`src/rtl/rdf_pkg.sv`:
```
package rdf_pkg;
    localparam int SMP_W  = 16;
    localparam int PROD_W = 2 * SMP_W;
    localparam int ACC_W  = PROD_W + 2;
    localparam int N_MUL  = 4;
    localparam int SH_W   = 6;
    localparam int SRC_W  = 3;

    typedef enum logic [1:0] {
        K_FIR  = 2'b00,
        K_IIR  = 2'b01,
        K_HAAR = 2'b10,
        K_HALT = 2'b11
    } kern_e;

    localparam logic [SRC_W-1:0] SRC_CUR = 3'd0;
    localparam logic [SRC_W-1:0] SRC_D1  = 3'd1;
    localparam logic [SRC_W-1:0] SRC_D2  = 3'd2;
    localparam logic [SRC_W-1:0] SRC_D3  = 3'd3;
    localparam logic [SRC_W-1:0] SRC_FB  = 3'd4;
    localparam logic [SRC_W-1:0] SRC_NIL = 3'd5;

    typedef struct packed {
        logic [N_MUL-1:0][SRC_W-1:0] opnd_sel;
        logic [N_MUL-1:0][SMP_W-1:0] coef;
        logic                        tree_en;
        logic [SH_W-1:0]             sh_main;
        logic [SH_W-1:0]             sh_aux;
    } route_t;

    typedef struct packed {
        kern_e            kern;
        logic             pend;
        logic [1:0]       pend_code;
        logic [SMP_W-1:0] d1;
        logic [SMP_W-1:0] d2;
        logic [SMP_W-1:0] d3;
        logic [SMP_W-1:0] fb;
        logic             phase;
        logic             ov;
        logic [SMP_W-1:0] om;
        logic [SMP_W-1:0] oa;
    } fab_st_t;
endpackage

```
`src/rtl/rdf_cfg_decoder.sv`:
```
module rdf_cfg_decoder
    import rdf_pkg::*;
#(
    parameter logic signed [SMP_W-1:0] FIR_C0     = 16'sd1024,
    parameter logic signed [SMP_W-1:0] FIR_C1     = -16'sd2048,
    parameter logic signed [SMP_W-1:0] FIR_C2     = 16'sd3000,
    parameter logic signed [SMP_W-1:0] FIR_C3     = -16'sd700,
    parameter int                      FIR_SHIFT  = 4,
    parameter logic signed [SMP_W-1:0] IIR_A      = 16'sd16384,
    parameter logic signed [SMP_W-1:0] IIR_B      = 16'sd24576,
    parameter int                      IIR_SHIFT  = 15,
    parameter logic signed [SMP_W-1:0] HAAR_H     = 16'sd181,
    parameter int                      HAAR_SHIFT = 8
) (
    input  kern_e  kern_i,
    output route_t route_o
);
    always_comb begin
        route_o = '0;
        for (int i = 0; i < N_MUL; i++) begin
            route_o.opnd_sel[i] = SRC_NIL;
        end
        unique case (kern_i)
            K_FIR: begin
                route_o.opnd_sel[0] = SRC_CUR;
                route_o.opnd_sel[1] = SRC_D1;
                route_o.opnd_sel[2] = SRC_D2;
                route_o.opnd_sel[3] = SRC_D3;
                route_o.coef[0]     = FIR_C0;
                route_o.coef[1]     = FIR_C1;
                route_o.coef[2]     = FIR_C2;
                route_o.coef[3]     = FIR_C3;
                route_o.tree_en     = 1'b1;
                route_o.sh_main     = SH_W'(FIR_SHIFT);
            end
            K_IIR: begin
                route_o.opnd_sel[0] = SRC_CUR;
                route_o.opnd_sel[1] = SRC_FB;
                route_o.coef[0]     = IIR_A;
                route_o.coef[1]     = IIR_B;
                route_o.sh_main     = SH_W'(IIR_SHIFT);
            end
            K_HAAR: begin
                // Earlier sample of the pair on lane 0, so that the difference is e - o
                route_o.opnd_sel[0] = SRC_D1;
                route_o.opnd_sel[1] = SRC_CUR;
                route_o.coef[0]     = HAAR_H;
                route_o.coef[1]     = HAAR_H;
                route_o.sh_main     = SH_W'(HAAR_SHIFT);
                route_o.sh_aux      = SH_W'(HAAR_SHIFT);
            end
            default: ;
        endcase
    end
endmodule

```
`src/rtl/rdf_route_matrix.sv`:
```
module rdf_route_matrix
    import rdf_pkg::*;
(
    input  logic [N_MUL-1:0][SRC_W-1:0] sel_i,
    input  logic [SMP_W-1:0]            cur_i,
    input  logic [SMP_W-1:0]            d1_i,
    input  logic [SMP_W-1:0]            d2_i,
    input  logic [SMP_W-1:0]            d3_i,
    input  logic [SMP_W-1:0]            fb_i,
    output logic [N_MUL-1:0][SMP_W-1:0] opnd_o
);
    for (genvar g = 0; g < N_MUL; g++) begin : g_lane
        always_comb begin
            case (sel_i[g])
                SRC_CUR: opnd_o[g] = cur_i;
                SRC_D1:  opnd_o[g] = d1_i;
                SRC_D2:  opnd_o[g] = d2_i;
                SRC_D3:  opnd_o[g] = d3_i;
                SRC_FB:  opnd_o[g] = fb_i;
                default: opnd_o[g] = '0;
            endcase
        end
    end
endmodule

```
`src/rtl/rdf_unit_pool.sv`:
```
module rdf_unit_pool
    import rdf_pkg::*;
(
    input  logic [N_MUL-1:0][SMP_W-1:0] opnd_i,
    input  logic [N_MUL-1:0][SMP_W-1:0] coef_i,
    input  logic                        tree_en_i,
    input  logic [SH_W-1:0]             sh_main_i,
    input  logic [SH_W-1:0]             sh_aux_i,
    output logic [SMP_W-1:0]            main_o,
    output logic [SMP_W-1:0]            aux_o
);
    logic signed [PROD_W-1:0] prod [N_MUL];
    logic signed [ACC_W-1:0]  sum_lo, sum_hi, tree, diff;

    for (genvar g = 0; g < N_MUL; g++) begin : g_mul
        assign prod[g] = PROD_W'($signed(opnd_i[g])) * PROD_W'($signed(coef_i[g]));
    end

    assign sum_lo = ACC_W'(prod[0]) + ACC_W'(prod[1]);
    assign sum_hi = ACC_W'(prod[2]) + ACC_W'(prod[3]);
    assign tree   = sum_lo + (tree_en_i ? sum_hi : '0);
    assign diff   = ACC_W'(prod[0]) - ACC_W'(prod[1]);

    assign main_o = SMP_W'(tree >>> sh_main_i);
    assign aux_o  = SMP_W'(diff >>> sh_aux_i);
endmodule

```
`src/rtl/rdf_fabric.sv`:
```
module rdf_fabric
    import rdf_pkg::*;
#(
    parameter logic signed [SMP_W-1:0] FIR_C0     = 16'sd1024,
    parameter logic signed [SMP_W-1:0] FIR_C1     = -16'sd2048,
    parameter logic signed [SMP_W-1:0] FIR_C2     = 16'sd3000,
    parameter logic signed [SMP_W-1:0] FIR_C3     = -16'sd700,
    parameter int                      FIR_SHIFT  = 4,
    parameter logic signed [SMP_W-1:0] IIR_A      = 16'sd16384,
    parameter logic signed [SMP_W-1:0] IIR_B      = 16'sd24576,
    parameter int                      IIR_SHIFT  = 15,
    parameter logic signed [SMP_W-1:0] HAAR_H     = 16'sd181,
    parameter int                      HAAR_SHIFT = 8
) (
    input  logic        clk,
    input  logic        rst_n,
    input  logic        cfg_load,
    input  logic [1:0]  cfg_code,
    input  logic        smp_valid,
    input  logic [15:0] smp_data,
    output logic        res_valid,
    output logic [15:0] res_main,
    output logic [15:0] res_aux
);
    fab_st_t s_q, s_d;
    route_t  route;
    logic [N_MUL-1:0][SMP_W-1:0] opnd;
    logic [SMP_W-1:0] pool_main, pool_aux;

    rdf_cfg_decoder #(
        .FIR_C0(FIR_C0), .FIR_C1(FIR_C1), .FIR_C2(FIR_C2), .FIR_C3(FIR_C3),
        .FIR_SHIFT(FIR_SHIFT), .IIR_A(IIR_A), .IIR_B(IIR_B), .IIR_SHIFT(IIR_SHIFT),
        .HAAR_H(HAAR_H), .HAAR_SHIFT(HAAR_SHIFT)
    ) u_dec (
        .kern_i (s_q.kern),
        .route_o(route)
    );

    rdf_route_matrix u_xbar (
        .sel_i (route.opnd_sel),
        .cur_i (smp_data),
        .d1_i  (s_q.d1),
        .d2_i  (s_q.d2),
        .d3_i  (s_q.d3),
        .fb_i  (s_q.fb),
        .opnd_o(opnd)
    );

    rdf_unit_pool u_pool (
        .opnd_i   (opnd),
        .coef_i   (route.coef),
        .tree_en_i(route.tree_en),
        .sh_main_i(route.sh_main),
        .sh_aux_i (route.sh_aux),
        .main_o   (pool_main),
        .aux_o    (pool_aux)
    );

    logic       take, want;
    logic [1:0] next_code;

    always_comb begin
        s_d       = s_q;
        s_d.ov    = 1'b0;
        take      = smp_valid && (s_q.kern != K_HALT);
        want      = cfg_load || s_q.pend;
        next_code = cfg_load ? cfg_code : s_q.pend_code;

        if (take) begin
            s_d.d1 = smp_data;
            s_d.d2 = s_q.d1;
            s_d.d3 = s_q.d2;
            case (s_q.kern)
                K_FIR: begin
                    s_d.ov = 1'b1;
                    s_d.om = pool_main;
                    s_d.oa = '0;
                end
                K_IIR: begin
                    s_d.ov = 1'b1;
                    s_d.om = pool_main;
                    s_d.oa = '0;
                    s_d.fb = pool_main;
                end
                K_HAAR: begin
                    s_d.phase = ~s_q.phase;
                    if (s_q.phase) begin
                        s_d.ov = 1'b1;
                        s_d.om = pool_main;
                        s_d.oa = pool_aux;
                    end
                end
                default: ;
            endcase
        end

        if (want) begin
            if (!smp_valid) begin
                s_d.kern  = kern_e'(next_code);
                s_d.pend  = 1'b0;
                s_d.d1    = '0;
                s_d.d2    = '0;
                s_d.d3    = '0;
                s_d.fb    = '0;
                s_d.phase = 1'b0;
                s_d.ov    = 1'b0;
            end else begin
                s_d.pend      = 1'b1;
                s_d.pend_code = next_code;
            end
        end
    end

    always_ff @(posedge clk or negedge rst_n) begin
        if (!rst_n) s_q <= '0;
        else        s_q <= s_d;
    end

    assign res_valid = s_q.ov;
    assign res_main  = s_q.om;
    assign res_aux   = s_q.oa;

    // no result without a sample in the cycle before
    a_r9_no_spurious: assert property (@(posedge clk) disable iff (!rst_n)
        !smp_valid |=> !res_valid);

    // each FIR sample is answered on the next cycle
    a_r2_fir_each: assert property (@(posedge clk) disable iff (!rst_n)
        (smp_valid && s_q.kern == K_FIR) |=> res_valid);

    // the first sample of a pair is silent
    a_r4_pair_first: assert property (@(posedge clk) disable iff (!rst_n)
        (smp_valid && s_q.kern == K_HAAR && !s_q.phase) |=> !res_valid);

    // the halt code never produces results
    a_r5_halt_quiet: assert property (@(posedge clk) disable iff (!rst_n)
        (s_q.kern == K_HALT) |=> !res_valid);

    // an idle-cycle load switches at once
    a_r6_switch_now: assert property (@(posedge clk) disable iff (!rst_n)
        (cfg_load && !smp_valid) |=> (!res_valid && s_q.kern == kern_e'($past(cfg_code))));

    // without a request the kernel holds
    a_r6_kern_hold: assert property (@(posedge clk) disable iff (!rst_n)
        (!cfg_load && !s_q.pend) |=> $stable(s_q.kern));

    // a switch leaves clean history
    a_r7_flush: assert property (@(posedge clk) disable iff (!rst_n)
        (cfg_load && !smp_valid) |=> (s_q.d1 == '0 && s_q.d3 == '0 && s_q.fb == '0 && !s_q.phase));
endmodule

```
`config.mk`:
```
export PLATFORM = sky130hd
export DESIGN_NAME = rdf_fabric
export DESIGN_NICKNAME = d
export VERILOG_FILES = /design/src/rtl/rdf_pkg.sv /design/src/rtl/rdf_cfg_decoder.sv /design/src/rtl/rdf_route_matrix.sv /design/src/rtl/rdf_unit_pool.sv /design/src/rtl/rdf_fabric.sv
export SDC_FILE = /design/constraint.sdc
export NUM_CORES = 2
export LEC_CHECK = 0
export BUFFER_PORTS_ARGS = -buffer_cell sky130_fd_sc_hd__buf_2
export CORE_AREA = 2 2 215 270
export DETAILED_ROUTE_END_ITERATION = 16
export DIE_AREA = 0 0 217 272
export PLACE_DENSITY = 0.79
export SLEW_MARGIN = 20
export SYNTH_ARGS = -nofsm -noshare
export SYNTH_HDL_FRONTEND = slang
export SYNTH_SLANG_ARGS = --single-unit
```
`constraint.sdc`:
```
create_clock -name clk -period 15.05 [get_ports clk]
set_clock_uncertainty 0.2 [all_clocks]
set_input_delay 0.7525 -clock clk [delete_from_list [all_inputs] [get_ports clk]]
set_output_delay 0.7525 -clock clk [all_outputs]
set_load 0.01 [all_outputs]
```
==> results.json <==
{
  "tightest_slew_ps": 1016,
  "irDropWorstVdd_mv": 0.1059,
  "fmax_ghz": 0.08273,
  "ys_warn_count": 0,
  "die_area_sq_um": 59020,
  "cts.clk_slew.worst_paths_ps": 100,
  "drtPass1Iterations": 8,
  "core_sq_um": 56650,
  "fin_cells": 4108,
  "synth_common_cells": "inv_1 (722), ha_1 (560), fa_1 (420)",
  "dr_total_vias": 23090,
  "dpl_worst_slack_ps": 3156,
  "syn_area_per_cell_sq_um": 8.899,
  "area_growth_pct": 3.573,
  "ctsHoldBuffers": 0,
  "report.final.slew_viol_count": 0,
  "p_seq_frac": 0.108,
  "p_leak_nw": 16.16,
  "synth_edf_count": 0,
  "numCtsBuffers": 9,
  "end_kind": "flop",
  "synth_fp_nets": 4398,
  "crit_path_max_fanout": 104,
  "root_buffer": "clkbuf_16",
  "grt_pass1_vias": 24650,
  "grt_use_total": 0.2746,
  "crit_required_ps": 15110,
  "p_per_area_nw_per_um2": 118.2,
  "yosys-top-cells-area": "fa_1 (28%), ha_1 (23%), inv_1 (9.0%)",
  "regArea_sq_um": 2577,
  "slew_headroom": 0.3225,
  "hold_viol": 0,
  "pwr-share-comb": 0.822,
  "setup_ws_ps": 2963,
  "slowest_delay_ps": 900,
  "die-width_um": 217,
  "cp.buffers_inverters": 5,
  "switching_share": 0.5681,
  "muxShareOfSynthArea": 0.01213,
  "cpLargestDelayFamily": "adder cells",
  "multi_input_area_sq_um": 24350,
  "drive_above_1_share": 0.03722,
  "fillerInstances": 5086,
  "h-tree-depth": 3,
  "cts_tree": "yes",
  "post_synth_fa_ha_maj_area_fraction": 0.5101,
  "routedWlPerCell_um": 19.10,
  "design_area_sq_um": 31300,
  "drt-vias-per-instance": 5.620,
  "port-buffer-count": 54,
  "rsz0062_at_grt": "no",
  "drc": 0,
  "synth_top_area_frac": 0.2782,
  "setup_viol": 0,
  "gp_congestion": 0.9280,
  "grt_max_degree": 105,
  "drt_iter0_drc": 1310,
  "ys_seq_elements": 103,
  "synth-simple-area-share": 0.1033,
  "ys_seq_area_frac": 0.08529,
  "postSynthCellCount": 3396,
  "synth-xor-area-share": 0.05001,
  "synth_top_family_by_area": "adder cells",
  "critPathSlowestCell": "ha_4",
  "clock_path_buffers": 2,
  "fin_tns_setup_ps": 0,
  "cp.arrival_ps": 12140,
  "overflow": 0,
  "grt_pass1_wl_um": 127400,
  "ys_types": 77,
  "start_util": 0.5335,
  "synthFlopType": "dfrtp_1",
  "cap_violations": 0,
  "clock-sinks": 103,
  "critPathKind": "reg2reg",
  "syn_area_sq_um": 30220,
  "cpMostUsedCell": "fa_1",
  "antenna_found_initial": 0,
  "postCtsSetupRepairBufs": 0,
  "ios": 55,
  "synth_compound_area_frac": 0.1290,
  "internal_power_mw": 1.598,
  "rows": 98,
  "antenna_cells": 0,
  "clkPwrFrac": 0.070,
  "dp_hpwl_um": 68350,
  "synth_top_cell_by_area": "fa_1",
  "dp.cells": 4092,
  "startpoint_type": "flop",
  "synthArstFlopShare": 1.000,
  "clkLatencyLatePin_ps": 400,
  "cts-resized-gates": 0,
  "fin_util": 0.5525,
  "timing.final.crit_period_ps": 12090,
  "die_h_um": 272,
  "outcome": "finished, final reports clean",
  "synth.most_common_cell": "inv_1",
  "routed_wl_um": 78480,
  "layout.nets": 4355,
  "antenna_left": 0,
  "min_path_type": "in2async",
  "dpl_cell_area_sq_um": 30980,
  "timing.final.crit_share": 0.8031,
  "switchingPower_mw": 2.102
}
-- area by class of cell --
cell class | instances | area share
Clock buffer | 9 | 0.007195
Multi-Input combinational cell | 2443 | 0.7778
Clock inverter | 7 | 0.002918
Timing Repair Buffer | 71 | 0.01279
Tap cell | 750 | 0.02998
Sequential cell | 103 | 0.08234
Inverter | 725 | 0.08694
-- per-stage QoR --
step	hold WS [ps]	power (mW)
floorplan	247.1	2.585
global placement	259.2	3.381
detailed placement	268.0	3.387
CTS	118.6	3.675
global route	122.5	4.015
finish	100.7	3.701
-- power by group through the flow --
stage                     registers, mW  clock network (mW)  logic, mW
after detailed placement          0.404                   0       2.98
after global routing              0.405               0.271       3.34
after CTS                         0.399               0.261       3.01
after floorplan                   0.367                   0       2.22
after global placement            0.404                   0       2.98
final                             0.400               0.260       3.04
-- layout by cell type (no fill, tap or decap), types with 9 or more instances in the layout --
cell	n
a211oi_1	22
a21o_1	68
a21oi_1	194
a222oi_1	16
a22oi_1	19
a31oi_1	18
and2_1	99
buf_2	53
buf_4	18
clkbuf_16	9
dfrtp_1	103
fa_1	420
ha_1	558
inv_1	722
mux2_2	11
mux2i_1	22
nand2_1	218
nand2b_1	25
nand3_1	21
nor2_1	156
nor2b_1	35
nor3_1	42
o211ai_1	10
o21a_1	23
o21ai_0	103
o21bai_1	34
o31ai_1	9
or3_1	17
xnor2_1	120
xor2_1	50
-- worst register-to-register path, delay by kind of cell (launching register included) --
family                     cells  cell delay [ps]
adders and majority gates     10             5010
AOI/OAI and AO/OA             15             2840
and+or+nand+nor                7             1930
xor gates and xnor gates       4              780
buffers and inverters          5              740
DFF                            1              440
-- per-layer routing --
layer | up-vias | part of all wire | track usage
li1 | 10850 | - | -
met1 | 11420 | 0.37 | 0.3008
met2 | 605 | 0.53 | 0.5182
met3 | 216 | 0.038 | 0.02278
met4 | 0 | 0.062 | 0.1547
met5 | - | 0 | 0
-- flip-flops by register name, indices dropped and copies added, names as in the netlist --
signal     count
res_aux       16
res_main      16
res_valid      1
s_q           70
-- cell families after synthesis --
| kind of cell | Yosys count |
|---|---|
| adder cells (fa/ha/maj) | 980 |
| buffers and inverters | 850 |
| AND/OR/NAND/NOR | 657 |
| AO/OA/AOI/OAI | 601 |
| XOR/XNOR | 171 |
| flip-flops | 103 |
| multiplexers | 34 |
-- final timing paths --
check / startpoint / slack (ps) / cells past startpoint / end
max in group asynchronous: rst_n / 13190 / 2 / s_q[93]
min reg2reg: res_aux[1] / 280 / 2 / res_aux[1]
max reg2reg: s_q[102] / 2960 / 41 / res_main[15]
max: s_q[102] / 2960 / 41 / res_main[15]
min in group clk: res_aux[1] / 280 / 2 / res_aux[1]
min: rst_n / 100 / 1 / res_aux[14]
(Power assumes the default switching activity.)
